### config.mk
export PLATFORM = sky130hd
export DESIGN_NAME = tpm_fifo_seq
export DESIGN_NICKNAME = d
export VERILOG_FILES = /design/src/rtl/tpm_fifo_seq_pkg.sv /design/src/rtl/tpm_fifo_seq_chunk.sv /design/src/rtl/tpm_fifo_seq_timer.sv /design/src/rtl/tpm_fifo_seq.sv
export SDC_FILE = /design/constraint.sdc
export NUM_CORES = 1
export LEC_CHECK = 0
export ABC_AREA = 1
export BUFFER_PORTS_ARGS = -buffer_cell sky130_fd_sc_hd__clkbuf_2
export CAP_MARGIN = 20
export CORE_MARGIN = 2
export CORE_UTILIZATION = 26
export DETAILED_ROUTE_END_ITERATION = 12
export GPL_ROUTABILITY_DRIVEN = 0
export SYNTH_ARGS = -nofsm -noshare
export SYNTH_HDL_FRONTEND = slang
export SYNTH_SLANG_ARGS = --single-unit
### constraint.sdc
create_clock -name clk_i -period 4.2 [get_ports clk_i]
set_input_delay 0.42 -clock clk_i [delete_from_list [all_inputs] [get_ports clk_i]]
set_output_delay 0.42 -clock clk_i [all_outputs]
set_load 0.02 [all_outputs]
### src/rtl/tpm_fifo_seq_pkg.sv
package tpm_fifo_seq_pkg;
  typedef enum logic [4:0] {
    S_IDLE, S_LEN, S_CMP, S_RDY, S_BC, S_WR, S_GO, S_WAIT, S_POLL,
    S_HDR, S_HCHK, S_BBC, S_BODY, S_MID, S_LAST, S_FIN, S_REL
  } seq_state_e;

  localparam logic [7:0] STS_CMD_READY = 8'h40;
  localparam logic [7:0] STS_GO        = 8'h20;
  localparam logic [7:0] STS_VALID     = 8'h80;
  localparam logic [7:0] AVAIL_MASK    = 8'h90;  // valid | data-available
  localparam int unsigned HDR_BYTES    = 6;
endpackage

### src/rtl/tpm_fifo_seq_chunk.sv
module tpm_fifo_seq_chunk #(
  parameter int RW        = 13,
  parameter int MAX_CHUNK = 64,
  parameter int LW        = 7
) (
  input  logic [RW-1:0] remain_i,
  input  logic [15:0]   burst_i,
  output logic [LW-1:0] len_o
);
  logic [31:0] r, b, m;
  always_comb begin
    r = 32'(remain_i);
    b = 32'(burst_i);
    m = (r < b) ? r : b;
    if (m > 32'(MAX_CHUNK)) m = 32'(MAX_CHUNK);
    len_o = LW'(m);
  end
endmodule

### src/rtl/tpm_fifo_seq_timer.sv
module tpm_fifo_seq_timer #(
  parameter int unsigned      POLL_CYC    = 250000,
  parameter longint unsigned  TIMEOUT_CYC = 64'd30000000000
) (
  input  logic clk_i,
  input  logic rst_ni,
  input  logic arm_i,
  input  logic wait_i,
  input  logic active_i,
  output logic poll_due_o,
  output logic expired_o
);
  localparam int PW = $clog2(POLL_CYC + 1);
  localparam int TW = $clog2(TIMEOUT_CYC + 1);

  logic [PW-1:0] wait_q;
  logic [TW-1:0] total_q;

  always_ff @(posedge clk_i or negedge rst_ni) begin
    if (!rst_ni) begin
      wait_q  <= '0;
      total_q <= '0;
    end else begin
      wait_q <= wait_i ? wait_q + PW'(1) : '0;
      if (arm_i) total_q <= '0;
      else if (active_i && !expired_o) total_q <= total_q + TW'(1);
    end
  end

  assign poll_due_o = wait_i && (wait_q >= PW'(POLL_CYC - 1));
  assign expired_o  = (total_q >= TW'(TIMEOUT_CYC));

  p_expire_active_r6: assert property (@(posedge clk_i) disable iff (!rst_ni)
    $rose(expired_o) |-> $past(active_i));
endmodule

### src/rtl/tpm_fifo_seq.sv
module tpm_fifo_seq
  import tpm_fifo_seq_pkg::*;
#(
  parameter int              ADDR_W      = 24,
  parameter logic [23:0]     STS_ADDR    = 24'h000018,
  parameter logic [23:0]     FIFO_ADDR   = 24'h000024,
  parameter int              BUF_AW      = 12,
  parameter int              MAX_CHUNK   = 64,
  parameter int unsigned     POLL_CYC    = 250000,
  parameter longint unsigned TIMEOUT_CYC = 64'd30000000000,
  localparam int             BL          = BUF_AW + 1,
  localparam int             LW          = $clog2(MAX_CHUNK + 1)
) (
  input  logic              clk_i,
  input  logic              rst_ni,
  input  logic              start_i,
  input  logic [BL-1:0]     cmd_len_i,
  output logic [BUF_AW-1:0] cmd_addr_o,
  input  logic [7:0]        cmd_data_i,
  input  logic [BL-1:0]     rsp_max_i,
  output logic              rsp_we_o,
  output logic [BUF_AW-1:0] rsp_addr_o,
  output logic [7:0]        rsp_data_o,
  output logic              txn_req_o,
  output logic              txn_write_o,
  output logic [ADDR_W-1:0] txn_addr_o,
  output logic [LW-1:0]     txn_len_o,
  output logic [7:0]        txn_wdata_o,
  input  logic              txn_wtake_i,
  input  logic              txn_rvalid_i,
  input  logic [7:0]        txn_rdata_i,
  input  logic              txn_done_i,
  output logic              done_o,
  output logic              err_o,
  output logic [BL-1:0]     rsp_len_o
);
  seq_state_e state_q, state_d;
  logic [LW-1:0] idx_q, chunk_q, chunk_len;
  logic [23:0]   sts_q;
  logic [31:0]   field_q;
  logic [BL-1:0] cmd_len_q, rsp_max_q, cmd_ptr_q, rsp_ptr_q, rsp_len_q, rsp_out_q, remain;
  logic [15:0]   burst_q, burst_now;
  logic          done_q, err_q, fin, fin_err;
  logic          len_ok, avail_both, fifo_rd, sts_rd, poll_due, expired;

  assign burst_now  = sts_q[23:8];
  assign avail_both = (sts_q[7:0] & AVAIL_MASK) == AVAIL_MASK;
  assign len_ok     = (field_q == 32'(cmd_len_q)) && (cmd_len_q >= BL'(HDR_BYTES));

  // bus side
  assign txn_req_o   = !(state_q inside {S_IDLE, S_LEN, S_CMP, S_WAIT, S_HCHK});
  assign txn_write_o = state_q inside {S_RDY, S_WR, S_GO, S_REL};
  assign fifo_rd     = state_q inside {S_HDR, S_BODY, S_LAST};
  assign sts_rd      = state_q inside {S_BC, S_POLL, S_BBC, S_MID, S_FIN};
  assign txn_addr_o  = ADDR_W'((state_q == S_WR || fifo_rd) ? FIFO_ADDR : STS_ADDR);

  always_comb begin
    case (state_q)
      S_WR, S_BODY: txn_len_o = chunk_q;
      S_HDR:        txn_len_o = LW'(HDR_BYTES);
      S_LAST:       txn_len_o = LW'(1);
      default:      txn_len_o = LW'(4);
    endcase
  end

  always_comb begin
    txn_wdata_o = 8'h00;
    case (state_q)
      S_WR:         txn_wdata_o = cmd_data_i;
      S_RDY, S_REL: if (idx_q == '0) txn_wdata_o = STS_CMD_READY;
      S_GO:         if (idx_q == '0) txn_wdata_o = STS_GO;
      default:      txn_wdata_o = 8'h00;
    endcase
  end

  assign cmd_addr_o = (state_q == S_LEN) ? BUF_AW'(idx_q) + BUF_AW'(2) : cmd_ptr_q[BUF_AW-1:0];
  assign rsp_we_o   = txn_rvalid_i && fifo_rd;
  assign rsp_addr_o = rsp_ptr_q[BUF_AW-1:0];
  assign rsp_data_o = txn_rdata_i;

  // chunk size for command writes or response body reads
  assign remain = (state_q == S_BC) ? cmd_len_q - cmd_ptr_q : rsp_len_q - BL'(1) - rsp_ptr_q;

  tpm_fifo_seq_chunk #(.RW(BL), .MAX_CHUNK(MAX_CHUNK), .LW(LW)) u_chunk (
    .remain_i (remain),
    .burst_i  (burst_now),
    .len_o    (chunk_len)
  );

  tpm_fifo_seq_timer #(.POLL_CYC(POLL_CYC), .TIMEOUT_CYC(TIMEOUT_CYC)) u_timer (
    .clk_i      (clk_i),
    .rst_ni     (rst_ni),
    .arm_i      (state_q == S_GO && txn_done_i),
    .wait_i     (state_q == S_WAIT),
    .active_i   (state_q == S_WAIT || state_q == S_POLL),
    .poll_due_o (poll_due),
    .expired_o  (expired)
  );

  always_comb begin
    state_d = state_q;
    fin     = 1'b0;
    fin_err = 1'b0;
    case (state_q)
      S_IDLE: if (start_i) state_d = S_LEN;
      S_LEN:  if (idx_q == LW'(3)) state_d = S_CMP;
      S_CMP:  if (len_ok) state_d = S_RDY; else begin fin = 1'b1; fin_err = 1'b1; end
      S_RDY:  if (txn_done_i) state_d = S_BC;
      S_BC:   if (txn_done_i && burst_now != '0) state_d = S_WR;
      S_WR:   if (txn_done_i) state_d = (cmd_ptr_q == cmd_len_q) ? S_GO : S_BC;
      S_GO:   if (txn_done_i) state_d = S_WAIT;
      S_WAIT: if (expired) begin fin = 1'b1; fin_err = 1'b1; end
              else if (poll_due) state_d = S_POLL;
      S_POLL: if (txn_done_i) state_d = avail_both ? S_HDR : S_WAIT;
      S_HDR:  if (txn_done_i) state_d = S_HCHK;
      S_HCHK: if (field_q > 32'(rsp_max_q) || field_q < 32'd7) begin
                fin = 1'b1; fin_err = 1'b1;
              end else state_d = (field_q == 32'd7) ? S_MID : S_BBC;
      S_BBC:  if (txn_done_i && burst_now != '0) state_d = S_BODY;
      S_BODY: if (txn_done_i) state_d = (rsp_ptr_q == rsp_len_q - BL'(1)) ? S_MID : S_BBC;
      S_MID:  if (txn_done_i) begin
                if (avail_both) state_d = S_LAST; else begin fin = 1'b1; fin_err = 1'b1; end
              end
      S_LAST: if (txn_done_i) state_d = S_FIN;
      S_FIN:  if (txn_done_i) begin
                if ((sts_q[7:0] & AVAIL_MASK) == STS_VALID) state_d = S_REL;
                else begin fin = 1'b1; fin_err = 1'b1; end
              end
      S_REL:  if (txn_done_i) fin = 1'b1;
      default: state_d = S_IDLE;
    endcase
    if (fin) state_d = S_IDLE;
  end

  always_ff @(posedge clk_i or negedge rst_ni) begin
    if (!rst_ni) begin
      state_q   <= S_IDLE;
      idx_q     <= '0;
      sts_q     <= '0;
      field_q   <= '0;
      cmd_len_q <= '0;
      rsp_max_q <= '0;
      cmd_ptr_q <= '0;
      rsp_ptr_q <= '0;
      rsp_len_q <= '0;
      rsp_out_q <= '0;
      burst_q   <= '0;
      chunk_q   <= '0;
      done_q    <= 1'b0;
      err_q     <= 1'b0;
    end else begin
      state_q <= state_d;
      done_q  <= fin;
      if (fin) begin
        err_q     <= fin_err;
        rsp_out_q <= fin_err ? '0 : rsp_len_q;
      end
      if (state_q == S_IDLE && start_i) begin
        cmd_len_q <= cmd_len_i;
        rsp_max_q <= rsp_max_i;
        cmd_ptr_q <= '0;
        rsp_ptr_q <= '0;
        rsp_len_q <= '0;
        rsp_out_q <= '0;
        err_q     <= 1'b0;
      end
      // byte index within the current transaction
      if (state_q == S_LEN) idx_q <= idx_q + LW'(1);
      else if (txn_req_o) begin
        if (txn_done_i) idx_q <= '0;
        else if (txn_wtake_i || txn_rvalid_i) idx_q <= idx_q + LW'(1);
      end else idx_q <= '0;
      if (sts_rd && txn_rvalid_i) begin
        case (idx_q)
          LW'(0): sts_q[7:0]   <= txn_rdata_i;
          LW'(1): sts_q[15:8]  <= txn_rdata_i;
          LW'(2): sts_q[23:16] <= txn_rdata_i;
          default: ;
        endcase
      end
      if (state_q == S_LEN) field_q <= {field_q[23:0], cmd_data_i};
      if (state_q == S_HDR && txn_rvalid_i && idx_q >= LW'(2) && idx_q <= LW'(5))
        field_q <= {field_q[23:0], txn_rdata_i};
      if (state_q == S_WR && txn_wtake_i) cmd_ptr_q <= cmd_ptr_q + BL'(1);
      if (rsp_we_o) rsp_ptr_q <= rsp_ptr_q + BL'(1);
      if ((state_q == S_BC || state_q == S_BBC) && txn_done_i && burst_now != '0) begin
        burst_q <= burst_now;
        chunk_q <= chunk_len;
      end
      if (state_q == S_HCHK) rsp_len_q <= BL'(field_q);
    end
  end

  assign done_o    = done_q;
  assign err_o     = err_q;
  assign rsp_len_o = rsp_out_q;

  p_len_range_r4: assert property (@(posedge clk_i) disable iff (!rst_ni)
    txn_req_o |-> (txn_len_o != '0 && 32'(txn_len_o) <= 32'(MAX_CHUNK)));
  p_chunk_burst_r4: assert property (@(posedge clk_i) disable iff (!rst_ni)
    (state_q == S_WR || state_q == S_BODY) |-> 16'(txn_len_o) <= burst_q);
  p_cmd_bound_r3: assert property (@(posedge clk_i) disable iff (!rst_ni)
    (state_q == S_WR && txn_wtake_i) |-> cmd_ptr_q < cmd_len_q);
  p_go_full_r5: assert property (@(posedge clk_i) disable iff (!rst_ni)
    (state_q == S_GO) |-> cmd_ptr_q == cmd_len_q);
  p_rsp_bound_r8: assert property (@(posedge clk_i) disable iff (!rst_ni)
    (rsp_we_o && state_q != S_HDR) |-> rsp_ptr_q < rsp_len_q);
  p_done_pulse_r11: assert property (@(posedge clk_i) disable iff (!rst_ni)
    done_o |=> !done_o);
  p_err_len_r11: assert property (@(posedge clk_i) disable iff (!rst_ni)
    (done_o && err_o) |-> rsp_len_o == '0);
endmodule

==> impl_metrics.tcl, run 1 <==
set metrics [dict create \
    finalWirelength_mm 39.7 \
    cts_root_buf "sky130_fd_sc_hd__clkbuf_16" \
    buffer_ports.inserted 116 \
    clock_latency_ns 0.55 \
    grt-ovfl-total 0 \
    ir_worst_vdd_mv 0.503 \
    max_slew_violation_count 0 \
    finalHoldViolCount 0 \
    number_of_placement_rows 82 \
    drt-pass1-iter-count 6 \
    die_x_um 228 \
    number_of_enable_flip_flop_cells_after_synthesis 0 \
    rsz_0062_raised_after_global_routing "true" \
    numClockSinks 202 \
    hold_ep "cmd_len_q[5]" \
    grt_pass1_wl_mm 62.8 \
    cp.arrival_ns 4.70 \
    worst_clock_skew_ns 0.0306 \
    layoutNonFillerInstCount 2552 \
    cp_max_fo 10 \
    power.density_mw_per_mm2 689 \
    boundaryPins 137 \
    final.hold.worst_slack_ns 0.0788 \
    tritoncts_clock_tree "yes" \
    r2r.worst_path.cells 29 \
    cts-buffers-inserted 24 \
    routed_via_density 4.76 \
    utilization_pct 30.6 \
    crit_required_ns 4.66 \
    drt_iter0_markers 1057 \
    postSynthCellCount 1748 \
    track_usage_pct 14.8 \
    floorplan_die_area_mm2 0.0521 \
    worstSetupEndpointType "flop" \
    drt.antenna.violating_nets 0 \
    slowest_delay_ns 0.39 \
    crit_slowest_cell "sky130_fd_sc_hd__dfrtp_1" \
    dominantRegCellSynth "sky130_fd_sc_hd__dfrtp_1" \
    grt_antenna_before_repair 0 \
    timing.slew.headroom_pct 28.0 \
    violated_checks "setup timing" \
    coreArea_mm2 0.0500 \
    fmaxAchievable_mhz 236 \
    post-route-drc-count 0 \
    placed_cells 2492 \
    worst-r2r-setup-slack_ns -0.04 \
    finalSetupViolCount 5 \
    syn-cell-area_mm2 0.0131 \
    yosysUniqueCellTypes 62 \
    syn_area_per_cell_um2 7.49 \
    dieHeight_um 228 \
    leakage_nw 7.17 \
    layout-area-overhead-vs-synth_pct 16.9 \
    setup_crit_start_kind "flop" \
    clk_pin_slew_ns 0.06 \
    min-delay-path-class "in -> reg" \
    yosysWarningCount 0 \
    r2r_start "rsp_len_q[2]" \
    min_period_ns 4.24 \
    overall_power_mw 10.5 \
    insertedDiodeCount 0 \
    cap_viol_max_count 0 \
    synth_seq_area_share_pct 38.6 \
    hold_path_startpoint "cmd_len_i[5]" \
    setup_slack_ns -0.0365 \
    drive_above_1_share_pct 15.3 \
    ctsLongestPathBuffers 3 \
    floorplan.initialDensity_pct 26.2 \
    async_reset_ff_share_pct 100 \
    ys_ff_latch 202 \
    final_common_cell "sky130_fd_sc_hd__nand2_1" \
    cts_h_tree_lvls 1 \
    worst-slew-pin-transition_ns 1.08 \
    run_status "complete, but fails checks" \
    commonest_non_fill_non_tap_cells_in_the_layout "sky130_fd_sc_hd__nand2_1 (354), sky130_fd_sc_hd__inv_1 (252), sky130_fd_sc_hd__dfrtp_1 (202)" \
    timing.setup.tns_ns -0.158 \
    r2r-end "chunk_q[0]" \
    first_global_vias 11537 \
    timing.final.crit_share_pct 101 \
    grt_max_degree 125 \
    min_delay_path_depth 3 \
    dr_total_vias 12160 \
    hpwlAfterDp_mm 30.3 \
    wl_per_cell_um 15.5 \
    nNetsFinal 1976 \
    setup.worst_path.class "reg -> reg" \
    filler_cell_count 5381 \
]
## worst max-delay path by stage
stage                 startpoint         end  slack, ns  cells past startpoint
floorplan           rsp_len_q[2]  chunk_q[0]       0.36                     30
global placement    rsp_len_q[0]  chunk_q[0]       0.20                     31
detailed placement  rsp_len_q[0]  chunk_q[0]       0.04                     29
CTS                 rsp_len_q[0]  chunk_q[0]       0.07                     29
global route        rsp_len_q[2]  chunk_q[1]      -0.29                     32
finish              rsp_len_q[2]  chunk_q[0]      -0.04                     29
## registers in the layout, indices dropped and copies added, names as in the netlist, 18 cells and up
signal / flops
field_q: 32
sts_q: 18
u_timer.wait_q: 18
u_timer.total_q: 35
## power breakdown
part	total, mW	internal [mW]	switching (mW)	leakage, nW
logic	5.46	1.96	3.50	4.12
registers	3.00	2.49	0.518	2.67
clock network	2.07	1.22	0.855	0.383
## layout make-up
| cell class | count | area (um2) | area share [%] |
|---|---|---|---|
| inverters | 270 | 1020 | 6.66 |
| clock inverters | 6 | 70.1 | 0.458 |
| flip-flops and latches | 202 | 5050 | 33.0 |
| repair buffers | 142 | 820 | 5.36 |
| multi-input cells | 1224 | 6790 | 44.4 |
| well taps | 672 | 841 | 5.50 |
| clock buffers | 36 | 706 | 4.61 |
## cells in the mapped netlist, types with 3 or more instances
| cell type | instances | share of area, % |
|---|---|---|
| sky130_fd_sc_hd__o22ai_1 | 21 | 1.0 |
| sky130_fd_sc_hd__clkbuf_1 | 18 | 0.52 |
| sky130_fd_sc_hd__nand3_2 | 4 | 0.31 |
| sky130_fd_sc_hd__nand4_1 | 56 | 2.7 |
| sky130_fd_sc_hd__o21ai_0 | 134 | 5.1 |
| sky130_fd_sc_hd__o21ai_1 | 9 | 0.34 |
| sky130_fd_sc_hd__dfrtp_1 | 202 | 39 |
| sky130_fd_sc_hd__a211oi_1 | 4 | 0.23 |
| sky130_fd_sc_hd__nor2_1 | 161 | 4.6 |
| sky130_fd_sc_hd__a31oi_1 | 11 | 0.53 |
| sky130_fd_sc_hd__o21a_1 | 11 | 0.63 |
| sky130_fd_sc_hd__xnor2_1 | 8 | 0.54 |
| sky130_fd_sc_hd__ha_1 | 62 | 5.9 |
| sky130_fd_sc_hd__o2111ai_1 | 3 | 0.20 |
| sky130_fd_sc_hd__o21bai_1 | 3 | 0.17 |
| sky130_fd_sc_hd__nor2_4 | 6 | 0.52 |
| sky130_fd_sc_hd__buf_2 | 8 | 0.31 |
| sky130_fd_sc_hd__inv_1 | 256 | 7.3 |
| sky130_fd_sc_hd__o221ai_1 | 9 | 0.60 |
| sky130_fd_sc_hd__nor3_1 | 48 | 1.8 |
| sky130_fd_sc_hd__nor4_1 | 16 | 0.76 |
| sky130_fd_sc_hd__o31ai_1 | 5 | 0.29 |
| sky130_fd_sc_hd__nand3_1 | 70 | 2.7 |
| sky130_fd_sc_hd__nand2_4 | 3 | 0.26 |
| sky130_fd_sc_hd__nand3b_1 | 3 | 0.17 |
| sky130_fd_sc_hd__a21oi_1 | 92 | 3.5 |
| sky130_fd_sc_hd__nor3_2 | 4 | 0.31 |
| sky130_fd_sc_hd__nor2_2 | 11 | 0.53 |
| sky130_fd_sc_hd__nand2_1 | 366 | 10 |
| sky130_fd_sc_hd__inv_2 | 11 | 0.32 |
| sky130_fd_sc_hd__buf_4 | 43 | 2.5 |
| sky130_fd_sc_hd__nand2_2 | 23 | 1.1 |
| sky130_fd_sc_hd__xor2_1 | 26 | 1.7 |
## through the flow
step	setup slack [ns]	cell area (um2)
after global routing	-0.292	15300
after CTS	0.0685	15000
final	-0.0365	15300
after floorplan	0.364	13200
after detailed placement	0.0374	14200
after global placement	0.202	14200
## timing repair
| action | 4_1_cts | 5_1_grt |
|---|---|---|
| setup endpoints to repair | 4 | 7 |
| hold buffers | 0 | 1 |
| pin swaps | 0 | 20 |
| gates cloned | 0 | 0 |
| resized for setup | 1 | 42 |
| buffers inserted | 0 | 16 |
| endpoints found under the hold margin | 0 | 27 |
## worst max-delay path: cells and delay by family, from the launching register on
kind                     cells  cell delay (ns)
XOR/XNOR                     1             0.16
adder cells (fa/ha/maj)      2             0.60
flip-flops                   1             0.39
AND/OR/NAND/NOR             19             1.91
buffers and inverters        4             0.59
AO/OA/AOI/OAI                3             0.50
## logic make-up after synthesis
group                    Yosys count  share of synthesized area [%]
buffers and inverters            341                           11.3
AND/OR/NAND/NOR                  787                           27.8
multiplexers                       1                         0.0765
other                              1                         0.0287
adder cells (fa/ha/maj)           64                           6.23
XOR/XNOR                          34                           2.28
AO/OA/AOI/OAI                    318                           13.7
flip-flops                       202                           38.6
## layer usage
layer  vias up  global-route usage (%)  wire, um  part of all wire (%)
li1       5948                       -         -                     -
met5         -                       0         0                     0
met4         0                    3.86       979                   2.5
met2       398                    23.1     17700                    45
met3        61                    2.27      2530                   6.4
met1      5753                    21.2     18400                    46
Note: power is estimated with default switching activity, not from simulation.
==> run 2: changes to the inputs <==
--- a/config.mk
+++ b/config.mk
@@ -5,7 +5,6 @@
 export SDC_FILE = /design/constraint.sdc
 export NUM_CORES = 1
 export LEC_CHECK = 0
-export ABC_AREA = 1
 export BUFFER_PORTS_ARGS = -buffer_cell sky130_fd_sc_hd__clkbuf_2
 export CAP_MARGIN = 20
 export CORE_MARGIN = 2
==> impl_metrics.tcl, run 2 <==
set metrics [dict create \
    yosysWarningCount 0 \
    timing.final.crit_share_pct 113 \
    syn-cell-area_mm2 0.0126 \
    boundaryPins 137 \
    final_common_cell "sky130_fd_sc_hd__nand2_1" \
    cp_max_fo 4 \
    die_x_um 224 \
    post-route-drc-count 0 \
    routed_via_density 4.83 \
    yosysMostFrequentCell "sky130_fd_sc_hd__nand2_1" \
    leakage_nw 7.12 \
    clock_latency_ns 0.55 \
    buffer_ports.inserted 116 \
    setup_slack_ns -0.551 \
    ir_worst_vdd_mv 0.350 \
    syn_area_per_cell_um2 8.61 \
    worstSetupEndpointType "flop" \
    critical_path.cell_chain "nor4_4 > nor4b_4 > xor2_1 > ha_1 > a21oi_4 > inv_2 > a221o_1 > a31oi_4 > buf_6 > xnor2_2 > a211o_1 > ha_1 > and4_1 > a21oi_2 > nand3_2 > o21ai_4 > nand2b_1 > a2111o_1 > nor4_4 > a21boi_2 > o22a_1" \
    grt-ovfl-total 0 \
    layoutNonFillerInstCount 2266 \
    utilization_pct 32.0 \
    timing.slew.headroom_pct 34.8 \
    synthAdderAreaFrac_pct 6.50 \
    final.hold.worst_slack_ns -0.0185 \
    drt_iter0_markers 817 \
    finalSetupViolCount 7 \
    grt_max_degree 114 \
    tritoncts_clock_tree "yes" \
    ctsLongestPathBuffers 3 \
    floorplan.initialDensity_pct 26.3 \
    fraction_of_synthesized_cell_area_in_xor_and_xnor_cells_pct 7.05 \
    grt_pass1_wl_mm 59.7 \
    top_register "u_timer.total_q" \
    r2r_start "rsp_len_q[5]" \
    biggest_regs "u_timer.total_q (35), field_q (32)" \
    cts-buffers-inserted 25 \
    worst_clock_skew_ns 0.0208 \
    dominantRegCellSynth "sky130_fd_sc_hd__dfrtp_1" \
    fraction_of_the_mapped_netlist_area_in_compound_gates_pct 13.9 \
    first_global_vias 10563 \
    setup_crit_start_kind "flop" \
    fmaxAchievable_mhz 210 \
    nNetsFinal 1748 \
    synth_seq_area_share_pct 40.3 \
    hpwlAfterDp_mm 28.9 \
    synth.largest_area_cell "sky130_fd_sc_hd__dfrtp_1" \
    cp.arrival_ns 5.17 \
    timing.setup.tns_ns -3.51 \
    layout-area-overhead-vs-synth_pct 21.3 \
    finalWirelength_mm 37.9 \
    insertedDiodeCount 0 \
    dp_worst_setup_slack_ns -0.635 \
    numClockSinks 202 \
    dr_total_vias 10948 \
    min-delay-path-class "in -> async" \
    largest_family_of_logic_cells_by_synthesized_area "simple AND/OR/NAND/NOR gates" \
    number_of_enable_flip_flop_cells_after_synthesis 0 \
    violated_checks "hold timing, setup timing" \
    floorplan_die_area_mm2 0.0500 \
    setup.worst_path.class "reg -> reg" \
    power.density_mw_per_mm2 687 \
    clk_pin_slew_ns 0.06 \
    drt.antenna.violating_nets 0 \
    synth.top_cells.by_area "sky130_fd_sc_hd__dfrtp_1 (40%), sky130_fd_sc_hd__nand2_1 (7.1%), sky130_fd_sc_hd__ha_1 (6.2%)" \
    run_status "complete, but fails checks" \
    post_synth_mux_area_share_pct 2.51 \
    crit_required_ns 4.62 \
    min_period_ns 4.75 \
    track_usage_pct 15.0 \
    synth_commonest_cells "sky130_fd_sc_hd__nand2_1 (236), sky130_fd_sc_hd__dfrtp_1 (202), sky130_fd_sc_hd__nor2_1 (133)" \
    ys_ff_latch 202 \
    drive_above_1_share_pct 19.2 \
    worst-slew-pin-transition_ns 0.979 \
    dieHeight_um 224 \
    grt_antenna_before_repair 0 \
    rsz_0062_raised_after_global_routing "true" \
    max_slew_violation_count 0 \
    yosysTopAreaCellShare_pct 40.3 \
    cap_viol_max_count 0 \
    r2r-end "chunk_q[6]" \
    wl_per_cell_um 16.7 \
    async_reset_ff_share_pct 100 \
    yosysUniqueCellTypes 76 \
    post-route-cell-area_mm2 0.0152 \
    finalHoldViolCount 2 \
    drt-pass1-iter-count 5 \
    cts_root_buf "sky130_fd_sc_hd__clkbuf_16" \
    largest_reg_flops 35 \
    worst-r2r-setup-slack_ns -0.55 \
    post_synth_and_or_nand_nor_area_fraction_pct 23.0 \
    coreArea_mm2 0.0476 \
    slowest_delay_ns 0.40 \
    cts_h_tree_lvls 1 \
    postSynthCellCount 1458 \
    placed_cells 2216 \
    r2r.worst_path.cells 21 \
    number_of_placement_rows 80 \
    commonest_non_fill_non_tap_cells_in_the_layout "sky130_fd_sc_hd__nand2_1 (236), sky130_fd_sc_hd__dfrtp_1 (202), sky130_fd_sc_hd__nor2_1 (131)" \
    place_area_mm2 0.0143 \
    postCtsHoldBufs 0 \
    crit_slowest_cell "sky130_fd_sc_hd__dfrtp_1" \
]
run 2: cells by family after synthesis:
| group | count (synthesis) |
|---|---|
| fa+ha+maj | 64 |
| simple gates | 618 |
| mux | 29 |
| xor+xnor | 101 |
| other cells | 1 |
| flops | 202 |
| buf+inv | 179 |
| compound gates | 264 |
run 2: metal layers:
metal / vias up / GRT usage, % / wire length, um
met5: - / 0 / 0
met4: 0 / 4.65 / 1210
met3: 62 / 2.06 / 1700
met2: 275 / 24.6 / 17500
met1: 5248 / 20.4 / 17600
li1: 5363 / - / -
run 2: critical path: cells and delay by family (launching register included):
family,cells,cell delay (ns)
AND/OR/NAND/NOR,6,1.22
flip-flops,1,0.40
XOR/XNOR,2,0.24
buffers and inverters,2,0.17
adder cells (fa/ha/maj),2,0.57
AO/OA/AOI/OAI,9,2.01
run 2: how the worst max path moves through the flow:
stage,from,to,slack (ns)
4_1_cts,rsp_len_q[5],chunk_q[6],-0.58
3_3_place_gp,rsp_len_q[5],chunk_q[6],-0.50
5_1_grt,rsp_len_q[5],chunk_q[2],-0.81
2_1_floorplan,rsp_len_q[2],chunk_q[6],-0.47
3_5_place_dp,rsp_len_q[5],chunk_q[6],-0.63
6_report,rsp_len_q[5],chunk_q[6],-0.55
run 2: timing repair:
action,4_1_cts,5_1_grt
resized for setup,5,8
buffers inserted,5,3
pin swaps,2,6
setup endpoints to repair,7,7
run 2: area by class of cell:
| class | count | area (um2) |
|---|---|---|
| clock buffer | 37 | 711 |
| clock inverter | 5 | 67.6 |
| fill | 5036 | 32400 |
| inverter | 81 | 304 |
| multi-input combinational | 1096 | 6870 |
| sequential | 202 | 5050 |
| tap | 615 | 769 |
| timing repair buffer | 230 | 1460 |
run 2: per-stage QoR:
stage                     hold WS (ns)  power, mW
final                          -0.0185       10.5
after global routing            0.0525       11.3
after global placement           0.447       8.02
after detailed placement         0.445       8.16
after CTS                       0.0340       10.4
after floorplan                  0.124       6.33
run 2: power by group:
group	switching [mW]	total (mW)	internal [mW]
Clock	0.836	2.06	1.23
Sequential	0.581	3.04	2.46
Combinational	3.03	5.35	2.32
==> run 3: changes to the inputs <==
--- a/config.mk
+++ b/config.mk
@@ -14,3 +14,4 @@
 export SYNTH_ARGS = -nofsm -noshare
 export SYNTH_HDL_FRONTEND = slang
 export SYNTH_SLANG_ARGS = --single-unit
+export TNS_END_PERCENT = 20
==> impl_metrics.tcl, run 3 (synthesis results as in run 2) <==
set metrics [dict create \
    dp_worst_setup_slack_ns -0.639 \
    first_global_vias 10700 \
    layoutNonFillerInstCount 2260 \
    dieHeight_um 224 \
    cap_viol_max_count 0 \
    min_period_ns 4.76 \
    worst_clock_skew_ns 0.0258 \
    grt_max_degree 90 \
    boundaryPins 137 \
    leakage_nw 7.11 \
    biggest_regs "u_timer.total_q (35), field_q (32)" \
    critical_path.cell_chain "nor4_4 > buf_4 > nand3b_1 > nor2_2 > xor2_1 > ha_1 > buf_4 > a221o_1 > a31oi_2 > buf_4 > xnor2_1 > a211o_1 > ha_1 > and4_4 > a21oi_4 > nand3_2 > o21ai_4 > nand2b_1 > a2111o_1 > nor4_4 > a21boi_2 > o22a_1" \
    timing.final.crit_share_pct 113 \
    ctsLongestPathBuffers 3 \
    insertedDiodeCount 0 \
    fmaxAchievable_mhz 210 \
    buffer_ports.inserted 116 \
    placed_cells 2216 \
    setup_crit_start_kind "flop" \
    commonest_non_fill_non_tap_cells_in_the_layout "sky130_fd_sc_hd__nand2_1 (236), sky130_fd_sc_hd__dfrtp_1 (202), sky130_fd_sc_hd__nor2_1 (131)" \
    wl_per_cell_um 16.7 \
    slowest_delay_ns 0.41 \
    drt-pass1-iter-count 5 \
    number_of_placement_rows 80 \
    utilization_pct 31.9 \
    overall_power_mw 10.4 \
    cts_root_buf "sky130_fd_sc_hd__clkbuf_16" \
    numClockSinks 202 \
    clk_pin_slew_ns 0.06 \
    floorplan_die_area_mm2 0.0500 \
    r2r_start "rsp_len_q[5]" \
    dr_total_vias 11036 \
    power_internal_mw 6.01 \
    place_area_mm2 0.0143 \
    cp_max_fo 4 \
    cpMostUsedCell "sky130_fd_sc_hd__buf_4" \
    netSwitchingFraction_pct 42.4 \
    drt.antenna.violating_nets 0 \
    top_register "u_timer.total_q" \
    final_common_cell "sky130_fd_sc_hd__nand2_1" \
    timing.slew.headroom_pct 42.2 \
    track_usage_pct 15.0 \
    nNetsFinal 1740 \
    cp.arrival_ns 5.17 \
    post-route-cell-area_mm2 0.0152 \
    grt_pass1_wl_mm 59.6 \
    min-delay-path-class "in -> reg" \
    largest_reg_flops 35 \
    power.share.clock_pct 20.1 \
    hpwlAfterDp_mm 29.0 \
    floorplan.initialDensity_pct 26.3 \
    rsz_0062_raised_after_global_routing "true" \
    die_x_um 224 \
    power.density_mw_per_mm2 686 \
    post-route-drc-count 0 \
    grt_antenna_before_repair 0 \
    violated_checks "setup timing" \
    clock_latency_ns 0.53 \
    finalSetupViolCount 7 \
    ir_worst_vdd_mv 0.307 \
    sequentialPowerShare_pct 29.0 \
    power.switching_mw 4.42 \
    coreArea_mm2 0.0476 \
    crit_required_ns 4.62 \
    max_slew_violation_count 0 \
    filler_cell_count 4987 \
    cts-buffers-inserted 23 \
    setup_slack_ns -0.555 \
    worstSetupEndpointType "flop" \
    grt-ovfl-total 0 \
    timing.setup.tns_ns -3.61 \
    finalHoldViolCount 0 \
    pwr-share-comb_pct 50.9 \
    routed_via_density 4.88 \
    drive_above_1_share_pct 19.2 \
    cts_h_tree_lvls 1 \
    worstSetupStartpoint "rsp_len_q[5]" \
    drt_iter0_markers 783 \
    final.hold.worst_slack_ns 0.0809 \
    run_status "complete, but fails checks" \
    layout-area-overhead-vs-synth_pct 21.1 \
    tritoncts_clock_tree "yes" \
    finalWirelength_mm 37.7 \
    setup.worst_path.class "reg -> reg" \
    hold_path_startpoint "cmd_len_i[5]" \
    crit_slowest_cell "sky130_fd_sc_hd__dfrtp_1" \
    worst-slew-pin-transition_ns 0.864 \
]
## run 3: cell types whose count changed in the layout (fill, tap and decap cells not counted), sizes merged
cell         before  now
buf             114  107
bufinv            1    3
dlygate4sd3       0    1
clkinvlp          1    0
clkbuf          153  147
clkinv            3    8
## run 3: cell type report
type / instances / area (um2) / share of cell area [%]
inverter: 81 / 304 / 2.00
clock inverter: 11 / 138 / 0.905
tap: 615 / 769 / 5.06
sequential: 202 / 5050 / 33.3
multi-input combinational: 1096 / 6860 / 45.2
timing repair buffer: 224 / 1420 / 9.31
clock buffer: 31 / 656 / 4.31
## run 3: final timing paths
check | to | slack, ns | cells past startpoint
max in group asynchronous | rsp_len_o[8] | 2.68 | 3
hold / removal | cmd_len_q[5] | 0.08 | 3
setup reg to reg | chunk_q[6] | -0.56 | 22
min in group asynchronous | sts_q[7] | 0.50 | 2
hold reg to reg | u_timer.wait_q[0] | 0.46 | 1
setup / recovery | chunk_q[6] | -0.56 | 22
## run 3: repair_timing
item | in CTS | in global routing
endpoints found under the hold margin | 72 | 0
pin swaps | 3 | 1
gates resized for setup | 7 | 6
buffers inserted | 1 | 0
hold buffers | 1 | 0
setup endpoints to repair | 7 | 7
## run 3: critical path, delay by kind of cell (launching register included)
family	cells	cell delay [ns]
AO/OA/AOI/OAI	8	1.80
adder cells (fa/ha/maj)	2	0.56
flip-flops	1	0.41
XOR/XNOR	2	0.26
AND/OR/NAND/NOR	7	1.17
buffers and inverters	3	0.47
## run 3: power by group through the flow
stage / sequential, mW / combinational, mW / clock (mW)
floorplan: 2.87 / 3.47 / 0
global placement: 3.03 / 5.01 / 0
detailed placement: 3.05 / 5.12 / 0
CTS: 3.02 / 5.23 / 2.16
global route: 3.09 / 5.89 / 2.24
finish: 3.02 / 5.31 / 2.10
## run 3: routing by layer
metal	GRT usage (%)	part of all wire (%)
met1	20.5	45
met2	24.1	46
met3	2.03	5.1
met4	5.53	3.7
met5	0	0
